### src/rtl/mt_pkg.sv
package mt_pkg;
  // Byte offsets of the register port; the match registers sit at the bottom.
  localparam int MATCH_STRIDE = 4;
  localparam int OFF_CNT      = 'h10;
  localparam int OFF_STS      = 'h14;
  localparam int OFF_WDE      = 'h18;
  localparam int OFF_IEN      = 'h1C;

  function automatic int match_off(input int idx);
    return idx * MATCH_STRIDE;
  endfunction

  // Sticky flag update: a new event wins over a clear in the same cycle.
  function automatic logic flag_next(input logic cur, input logic set_ev,
                                     input logic clr_ev);
    return set_ev | (cur & ~clr_ev);
  endfunction
endpackage

### src/rtl/mt_counter.sv
module mt_counter #(
  parameter int W = 32
) (
  input  logic         clk,
  input  logic         rst_n,
  input  logic         tick_en,
  input  logic         load,
  input  logic [W-1:0] load_val,
  output logic [W-1:0] cnt_q,
  output logic [W-1:0] cnt_nxt,
  output logic         adv
);
  function automatic logic [W-1:0] step(input logic [W-1:0] c);
    return c + W'(1);
  endfunction

  assign cnt_nxt = step(cnt_q);
  // a load suppresses the tick for this cycle
  assign adv     = tick_en & ~load;

  always_ff @(posedge clk or negedge rst_n) begin
    if (!rst_n)     cnt_q <= '0;
    else if (load)  cnt_q <= load_val;
    else if (adv)   cnt_q <= cnt_nxt;
  end
endmodule

### src/rtl/mt_match_ch.sv
module mt_match_ch
  import mt_pkg::*;
#(
  parameter int W = 32
) (
  input  logic         clk,
  input  logic         rst_n,
  input  logic         wr_match,
  input  logic [W-1:0] wdata,
  input  logic         adv,
  input  logic [W-1:0] cnt_nxt,
  input  logic         irq_en,
  input  logic         clr,
  output logic [W-1:0] match_q,
  output logic         hit,
  output logic         sts_q
);
  // hit: the counter is stepping onto the match value on this edge
  assign hit = adv && (cnt_nxt == match_q);

  always_ff @(posedge clk or negedge rst_n) begin
    if (!rst_n)        match_q <= '0;
    else if (wr_match) match_q <= wdata;
  end

  always_ff @(posedge clk or negedge rst_n) begin
    if (!rst_n) sts_q <= 1'b0;
    else        sts_q <= flag_next(sts_q, hit & irq_en, clr);
  end
endmodule

### src/rtl/mt_watchdog.sv
module mt_watchdog (
  input  logic clk,
  input  logic rst_n,
  input  logic wr_en,
  input  logic wr_bit,
  input  logic fire_src,
  output logic wd_en_q,
  output logic reset_req
);
  logic fire;
  assign fire = fire_src & wd_en_q;

  always_ff @(posedge clk or negedge rst_n) begin
    if (!rst_n) begin
      wd_en_q   <= 1'b0;
      reset_req <= 1'b0;
    end else begin
      reset_req <= fire;
      // firing disarms, even over a write in the same cycle
      if (fire)       wd_en_q <= 1'b0;
      else if (wr_en) wd_en_q <= wr_bit;
    end
  end
endmodule

### src/rtl/match_timer.sv
module match_timer
  import mt_pkg::*;
#(
  parameter int W      = 32,
  parameter int N_CH   = 4,
  parameter int ADDR_W = 8,
  parameter int IEN_W  = 12
) (
  input  logic              clk,
  input  logic              rst_n,
  input  logic              tick_en,
  input  logic [ADDR_W-1:0] bus_addr,
  input  logic              bus_we,
  input  logic [W-1:0]      bus_wdata,
  output logic [W-1:0]      bus_rdata,
  output logic [N_CH-1:0]   irq,
  output logic              reset_req
);
  localparam int WD_CH = N_CH - 1;

  // write strobes
  logic            wr_cnt, wr_sts, wr_wde, wr_ien;
  logic [N_CH-1:0] wr_match;
  assign wr_cnt = bus_we && (bus_addr == ADDR_W'(OFF_CNT));
  assign wr_sts = bus_we && (bus_addr == ADDR_W'(OFF_STS));
  assign wr_wde = bus_we && (bus_addr == ADDR_W'(OFF_WDE));
  assign wr_ien = bus_we && (bus_addr == ADDR_W'(OFF_IEN));

  // named internal events, also used by the bound checker
  logic [W-1:0]     cnt_q, cnt_nxt;
  logic             adv;
  logic [N_CH-1:0]  hit_vec, sts_q, sts_clr;
  logic [W-1:0]     match_q [N_CH];
  logic [IEN_W-1:0] ien_q;
  logic             wd_en_q;

  assign sts_clr = wr_sts ? bus_wdata[N_CH-1:0] : '0;

  always_ff @(posedge clk or negedge rst_n) begin
    if (!rst_n)      ien_q <= '0;
    else if (wr_ien) ien_q <= bus_wdata[IEN_W-1:0];
  end

  mt_counter #(.W(W)) cnt_i (
    .clk      (clk),
    .rst_n    (rst_n),
    .tick_en  (tick_en),
    .load     (wr_cnt),
    .load_val (bus_wdata),
    .cnt_q    (cnt_q),
    .cnt_nxt  (cnt_nxt),
    .adv      (adv)
  );

  for (genvar k = 0; k < N_CH; k++) begin : g_ch
    assign wr_match[k] = bus_we && (bus_addr == ADDR_W'(match_off(k)));
    mt_match_ch #(.W(W)) ch_i (
      .clk      (clk),
      .rst_n    (rst_n),
      .wr_match (wr_match[k]),
      .wdata    (bus_wdata),
      .adv      (adv),
      .cnt_nxt  (cnt_nxt),
      .irq_en   (ien_q[k]),
      .clr      (sts_clr[k]),
      .match_q  (match_q[k]),
      .hit      (hit_vec[k]),
      .sts_q    (sts_q[k])
    );
  end

  mt_watchdog wd_i (
    .clk       (clk),
    .rst_n     (rst_n),
    .wr_en     (wr_wde),
    .wr_bit    (bus_wdata[0]),
    .fire_src  (hit_vec[WD_CH]),
    .wd_en_q   (wd_en_q),
    .reset_req (reset_req)
  );

  assign irq = sts_q;

  // read mux; undefined offsets fall through to zero
  always_comb begin
    bus_rdata = '0;
    if (bus_addr == ADDR_W'(OFF_CNT)) bus_rdata = cnt_q;
    if (bus_addr == ADDR_W'(OFF_STS)) bus_rdata = W'(sts_q);
    if (bus_addr == ADDR_W'(OFF_WDE)) bus_rdata = W'(wd_en_q);
    if (bus_addr == ADDR_W'(OFF_IEN)) bus_rdata = W'(ien_q);
    for (int k = 0; k < N_CH; k++) begin
      if (bus_addr == ADDR_W'(match_off(k))) bus_rdata = match_q[k];
    end
  end
endmodule

### config.mk
export PLATFORM = sky130hd
export DESIGN_NAME = match_timer
export DESIGN_NICKNAME = d
export VERILOG_FILES = /design/src/rtl/mt_pkg.sv /design/src/rtl/mt_counter.sv /design/src/rtl/mt_match_ch.sv /design/src/rtl/mt_watchdog.sv /design/src/rtl/match_timer.sv
export SDC_FILE = /design/constraint.sdc
export NUM_CORES = 1
export LEC_CHECK = 0
export ABC_CLOCK_PERIOD_IN_PS = 3000
export BUFFER_PORTS_ARGS = -buffer_cell sky130_fd_sc_hd__buf_2
export CAP_MARGIN = 0
export CORE_MARGIN = 3
export CORE_UTILIZATION = 45
export CTS_CLUSTER_SIZE = 12
export DETAILED_ROUTE_END_ITERATION = 10
export PLACE_DENSITY_LB_ADDON = 0.15
export SLEW_MARGIN = 25
export SYNTH_ARGS = -nofsm -noshare
export SYNTH_HDL_FRONTEND = slang
export SYNTH_SLANG_ARGS = --single-unit
### constraint.sdc
create_clock -name clk -period 3 [get_ports clk]
set_input_delay 0.15 -clock clk [delete_from_list [all_inputs] [get_ports clk]]
set_output_delay 0.15 -clock clk [all_outputs]
set_load 0.02 [all_outputs]
==> reports/qor.csv, run 1 <==
metric,value,unit
Port Buffers,80,
sequential-to-total area share from yosys stat,37.4,%
H-tree levels,4,
"Top cell by count, worst path",buf_4,
GR Overflow Total,0,
P&R area growth vs syn,19.2,%
Max clock buf depth,2,
crit-path cells,buf_4 -> and3_2 -> buf_4 -> nand3_4 -> or2_1 -> or4b_1 -> o211a_1 -> or3_4 -> nor4_4 -> a21oi_2,
min-delay src,bus_wdata[18],
Die Area,0.0285,mm²
Final Critical Period,2.91,ns
number of endpoints failing setup at the final stage,0,
Post-DRT Antenna Nets,0,
Worst Hold Margin,0.00665,ns
initial antenna violation count,0,
pre-CTS WS,-0.369,ns
crit path kind,flip-flop to flip-flop,
"Clk pin slew, worst setup/hold paths",0.08,ns
CP max-delay cell,or4b_1,
GRT Util Overall,30.0,%
CP startpoint,cnt_i.cnt_q[5]$_DFFE_PN0P_,
Mapped Cells,1243,
compound-cell area share of the yosys netlist,15.4,%
Skew-Pair Late Insertion Delay,0.44,ns
Hold Crit Class,input port to flip-flop,
Setup WS post-layout,0.0905,ns
status,finished clean,
Yosys top cell area share,37.4,%
HPWL after DPL,32300,µm
GP Congestion,1.06,
final critical-path share of the clock period,97.0,%
post-synthesis instance area,0.0119,mm²
"Hold Vio Cnt, Final",0,
CP Capture Type,flip-flop,
hold path endpoint,g_ch[1].ch_i.match_q[18]$_DFFE_PN0P_,
PwrDens,521,mW/mm²
WP buf/inv,2,
global-route wire length before repair,65600,µm
worst reg2reg path endpoint,wd_i.wd_en_q$_DFFE_PN0P_,
DRT iter0 DRCs,1124,
Routed WL,42400,µm
critical path required time,3.32,ns
Mean Syn Cell Area,9.59,µm²
DR DRC count,0,
mux cell area share after synthesis,13.2,%
# diodes,0,
Synth area leaders,"dfrtp_1 37%, mux2_2 12%, xnor2_1 7.6%, xor2_1 4.4%, nand2_1 3.2%",
Synth Net Count,1288,
Ys Warns,0,
share of cells above drive strength 1,30.5,%
Post-Synth Adder-Cell Area,0.189,%
largest area contributor in the netlist,dfrtp_1,
largest net degree at the start of global routing,80,
CTS root buffer,clkbuf_16,
slew margin rel.,52.6,%
Hold Path Depth,2,
RSZ-0062 raised after global routing,yes,
total vias in the final route,10700,
vias in the first global route,10400,
largest family of logic cells by synthesized area,simple AND/OR/NAND/NOR gates,
critical path's top delay family,simple AND/OR/NAND/NOR gates,
TritonCTS clock tree,built,
Yosys reg bits,178,
vias per cell,6.19,
row cnt,58,
slew at the pin closest to its max-slew limit,0.709,ns
num ports,81,
Final Skew,0.0149,ns
Final nets,1436,
MaxCap Viol Count,0,
crit path max fanout,9,
dominant synthesized flop cell,dfrtp_1,
Post-synth ARST share,100,%
initial core utilization,46.5,%
"reg-to-reg slack, setup",0.09,ns
worst r2r path cells,10,
drt wl/cell,24.4,µm
die height,169,µm
die outline width,169,µm
worst reg2reg startpoint,cnt_i.cnt_q[5]$_DFFE_PN0P_,
Core Box Area,0.0256,mm²
"Slew Viols, Final",0,
CP Launch Type,flip-flop,
DP Area,0.0133,mm²
synth unique cells,79,
Pleak,6.28,nW
clock sinks,178,
First-pass DRT Iterations,5,
Post-synth EDFFs,0,
Fmax,344,MHz
post-layout instance area,0.0142,mm²
CP peak stage delay,0.48,ns
Peak VDD IR,0.368,mV
total CTS buffers,17,
simple logic cell fraction of the synthesized area,15.9,%
"Arr. time, crit path",3.23,ns
xor/xnor share of the synthesized area,13.8,%
[through the flow]
step                total power [mW]  util [%]  instances  TNS, ns
floorplan                       4.12         -       1243        0
global placement                5.03      52.0       1684   -0.639
detailed placement              5.03      52.0       1684   -0.646
CTS                             7.28      54.8       1730  -0.0111
global route                    7.69      55.4       1734  -0.0220
finish                          7.39      55.4       1734        0
[state kept, by name (all words and copies together), names as in the netlist]
| register | count |
|---|---|
| g_ch.ch_i.match_q | 128 |
| g_ch.ch_i.sts_q | 4 |
| ien_q | 12 |
| wd_i.reset_req | 1 |
| wd_i.wd_en_q | 1 |
| cnt_i.cnt_q | 32 |
[layout by cell type, fill, tap and decap left out, drive strengths merged, types with 27 or more instances in the layout]
cell type  instances
nor2              84
dfrtp            178
o21ai             75
xnor2            104
nand2            103
nand4             27
mux2             132
buf              211
a21oi             52
nor3              27
nand3             36
xor2              60
[synth_stat cells, drive strengths merged, types with 7 or more instances]
cell     number
a2111oi       9
a21oi        52
a221oi        8
a22oi        23
a31oi        26
and2          7
and3         12
buf          33
clkbuf       60
dfrtp       178
inv          19
mux2        132
mux2i         9
nand2       103
nand3        36
nand4        27
nor2         84
nor2b        11
nor3         27
nor4         17
o2111ai      10
o21ai        75
xnor2       104
xnor3         9
xor2         60
[power by group]
part,switching [mW],internal (mW),total (mW),leakage (nW)
Clock,1.09,1.09,2.18,0.262
Sequential,0.248,2.57,2.82,2.42
Combinational,1.33,1.06,2.39,3.61
Total,2.67,4.73,7.39,6.28
[timing repair]
action	CTS	global route
hold endpoints to repair	203	1
setup endpoints to repair	6	6
pin swaps	4	3
buffers inserted	4	3
hold buffers	10	1
gates resized for setup	10	30
cloned	0	0
[logic make-up after synthesis]
kind of cell    after synthesis
fa+ha+maj                     2
compound gates              274
mux                         141
xor+xnor                    173
flops                       178
buf+inv                     112
simple gates                363
[layer usage]
layer | share of wire [%] | wire length, µm | vias to the layer above | global-route usage [%]
met3 | 7.8 | 3310 | 70 | 4.48
met4 | 2.4 | 1030 | 0 | 8.40
met1 | 45 | 19100 | 5350 | 44.5
met2 | 45 | 18900 | 492 | 45.7
li1 | - | - | 4817 | -
met5 | 0 | 0 | - | 0
[how the worst max path moves through the flow]
| stage | to | slack [ns] | depth (start not counted) |
|---|---|---|---|
| 2_1_floorplan | g_ch[0].ch_i.sts_q$_DFF_PN0_ | 0.004 | 9 |
| 3_3_place_gp | g_ch[2].ch_i.sts_q$_DFF_PN0_ | -0.35 | 9 |
| 3_5_place_dp | g_ch[2].ch_i.sts_q$_DFF_PN0_ | -0.37 | 9 |
| 4_1_cts | g_ch[2].ch_i.sts_q$_DFF_PN0_ | -0.006 | 9 |
| 5_1_grt | wd_i.wd_en_q$_DFFE_PN0P_ | -0.02 | 13 |
| 6_report | wd_i.wd_en_q$_DFFE_PN0P_ | 0.09 | 10 |
[layout make-up]
class | instances | area (µm²)
Clock buffer | 19 | 433
Clock inverter | 13 | 119
Fill cell | 2328 | 11400
Inverter | 19 | 71.3
Multi-Input combinational cell | 953 | 7170
Sequential cell | 178 | 4460
Tap cell | 330 | 413
Timing Repair Buffer | 222 | 1540
Note: power is estimated with default switching activity, not from simulation.
==> run 2: changes to the inputs <==
--- a/config.mk
+++ b/config.mk
@@ -6,7 +6,7 @@
 export NUM_CORES = 1
 export LEC_CHECK = 0
 export ABC_CLOCK_PERIOD_IN_PS = 3000
-export BUFFER_PORTS_ARGS = -buffer_cell sky130_fd_sc_hd__buf_2
+export BUFFER_PORTS_ARGS = -buffer_cell sky130_fd_sc_hd__buf_4
 export CAP_MARGIN = 0
 export CORE_MARGIN = 3
 export CORE_UTILIZATION = 45
==> reports/qor.csv, run 2 (synthesis results as in run 1) <==
metric,value,unit
DRT iter0 DRCs,1104,
"Slew Viols, Final",0,
slew at the pin closest to its max-slew limit,0.746,ns
MaxCap Viol Count,0,
initial antenna violation count,0,
critical path's top delay family,simple AND/OR/NAND/NOR gates,
GR Overflow Total,0,
Setup WS post-layout,0.0594,ns
GP Congestion,0.995,
P&R area growth vs syn,22.5,%
final critical-path share of the clock period,98.0,%
pre-CTS WS,-0.182,ns
Pleak,6.40,nW
Post-DRT Antenna Nets,0,
RSZ-0062 raised after global routing,yes,
TritonCTS clock tree,built,
Top Registers,"g_ch.ch_i.match_q (128), cnt_i.cnt_q (32), ien_q (12)",
Hold Crit Class,input port to flip-flop,
Final nets,1453,
Final Critical Period,2.94,ns
total vias in the final route,10800,
share of cells above drive strength 1,30.2,%
largest net degree at the start of global routing,95,
Peak VDD IR,0.439,mV
number of endpoints failing setup at the final stage,0,
row cnt,58,
crit path kind,flip-flop to flip-flop,
WP buf/inv,0,
Top reg by flops,g_ch.ch_i.match_q,
"Cell Count, Final, Fillers Out",1751,
die outline width,169,µm
CP peak stage delay,0.50,ns
max reg flops,128,
clock sinks,178,
CP Launch Type,flip-flop,
PwrDens,511,mW/mm²
drt wl/cell,24.6,µm
Pwr Total,7.46,mW
"Hold Vio Cnt, Final",0,
vias per cell,6.15,
CP Capture Type,flip-flop,
crit-path cells,ha_4 -> nand3_4 -> nor4_4 -> nand3b_1 -> or3_4 -> xnor3_1 -> or4_1 -> or4_4 -> o31ai_4,
Worst Hold Margin,0.0188,ns
die height,169,µm
Port Buffers,80,
H-tree levels,4,
HPWL after DPL,32600,µm
critical path required time,3.35,ns
"Clk pin slew, worst setup/hold paths",0.08,ns
Max clock buf depth,2,
global-route wire length before repair,65400,µm
Core Box Area,0.0256,mm²
Fmax,340,MHz
Die Area,0.0285,mm²
CP max-delay cell,or4_1,
initial core utilization,46.5,%
Skew-Pair Late Insertion Delay,0.44,ns
"Arr. time, crit path",3.29,ns
crit path max fanout,4,
Final Skew,0.0103,ns
total CTS buffers,17,
DR DRC count,0,
status,finished clean,
CTS root buffer,clkbuf_16,
placed insts,1687,
num ports,81,
Routed WL,43000,µm
slew margin rel.,50.2,%
# diodes,0,
GRT Util Overall,30.1,%
First-pass DRT Iterations,8,
most frequent cells in the layout,"208 x buf_4, 177 x dfrtp_1, 132 x mux2_2, 103 x nand2_1, 103 x xnor2_1",
vias in the first global route,10600,
"commonest non-fill, non-tap cell in the layout",buf_4,
==> run 2: changes by cell type in the layout (fill, tap and decap cells not counted), sizes merged <==
cell         delta
inv             +1
clkinvlp        -2
dlygate4sd3    +18
clkinv          +1
buf             -1
==> run 2: final cells by class <==
type | count | area [µm²]
Fill cell | 2317 | 11000
Clock buffer | 19 | 453
Inverter | 19 | 71.3
Timing Repair Buffer | 239 | 1880
Multi-Input combinational cell | 953 | 7190
Clock inverter | 13 | 138
Sequential cell | 178 | 4460
Tap cell | 330 | 413
==> run 2: through the flow <==
| step | setup TNS [ns] | util (%) | area [µm²] |
|---|---|---|---|
| 2_1_floorplan | 0 | - | 11900 |
| 3_3_place_gp | -0.291 | 52.7 | 13500 |
| 3_5_place_dp | -0.422 | 52.7 | 13500 |
| 4_1_cts | 0 | 56.3 | 14400 |
| 5_1_grt | -0.0132 | 57.0 | 14600 |
| 6_report | 0 | 57.0 | 14600 |
==> run 2: per-layer routing <==
metal / track usage (%) / part of all wire [%] / vias to the layer above
li1: - / - / 4861
met4: 9.78 / 3.0 / 0
met3: 6.21 / 8.0 / 82
met2: 45.7 / 44 / 456
met5: 0 / 0 / -
met1: 43.3 / 45 / 5373
==> run 2: where the power goes <==
part,leakage (nW),switching (mW),internal (mW)
Combinational,3.69,1.29,1.08
Sequential,2.42,0.235,2.57
Clock,0.288,1.14,1.16
==> run 2: worst paths after layout <==
kind | to | start | slack, ns | depth (start not counted)
min | g_ch[1].ch_i.match_q[3]$_DFFE_PN0P_ | bus_wdata[3] | 0.02 | 2
min reg2reg | ien_q[9]$_DFFE_PN0P_ | ien_q[9]$_DFFE_PN0P_ | 0.51 | 1
max | g_ch[0].ch_i.sts_q$_DFF_PN0_ | cnt_i.cnt_q[0]$_DFFE_PN0P_ | 0.06 | 9
max in group asynchronous | g_ch[1].ch_i.match_q[24]$_DFFE_PN0P_ | rst_n | 1.94 | 3
min in group asynchronous | ien_q[5]$_DFFE_PN0P_ | rst_n | 0.18 | 2
max reg2reg | g_ch[0].ch_i.sts_q$_DFF_PN0_ | cnt_i.cnt_q[0]$_DFFE_PN0P_ | 0.06 | 9
==> run 2: worst reg2reg max path, stage by stage, from the launching register on <==
cell and delay [ns]:
dfrtp_1 0.41, ha_4 0.18, nand3_4 0.10, nor4_4 0.34
nand3b_1 0.13, or3_4 0.39, xnor3_1 0.19, or4_1 0.50
or4_4 0.44, o31ai_4 0.17
==> run 2: repair_timing <==
| action | CTS | global route |
|---|---|---|
| pin swaps | 0 | 9 |
| hold buffers | 29 | 0 |
| buffers inserted | 0 | 3 |
| setup endpoints to repair | 5 | 6 |
| hold endpoints to repair | 170 | 0 |
| gates resized for setup | 7 | 32 |
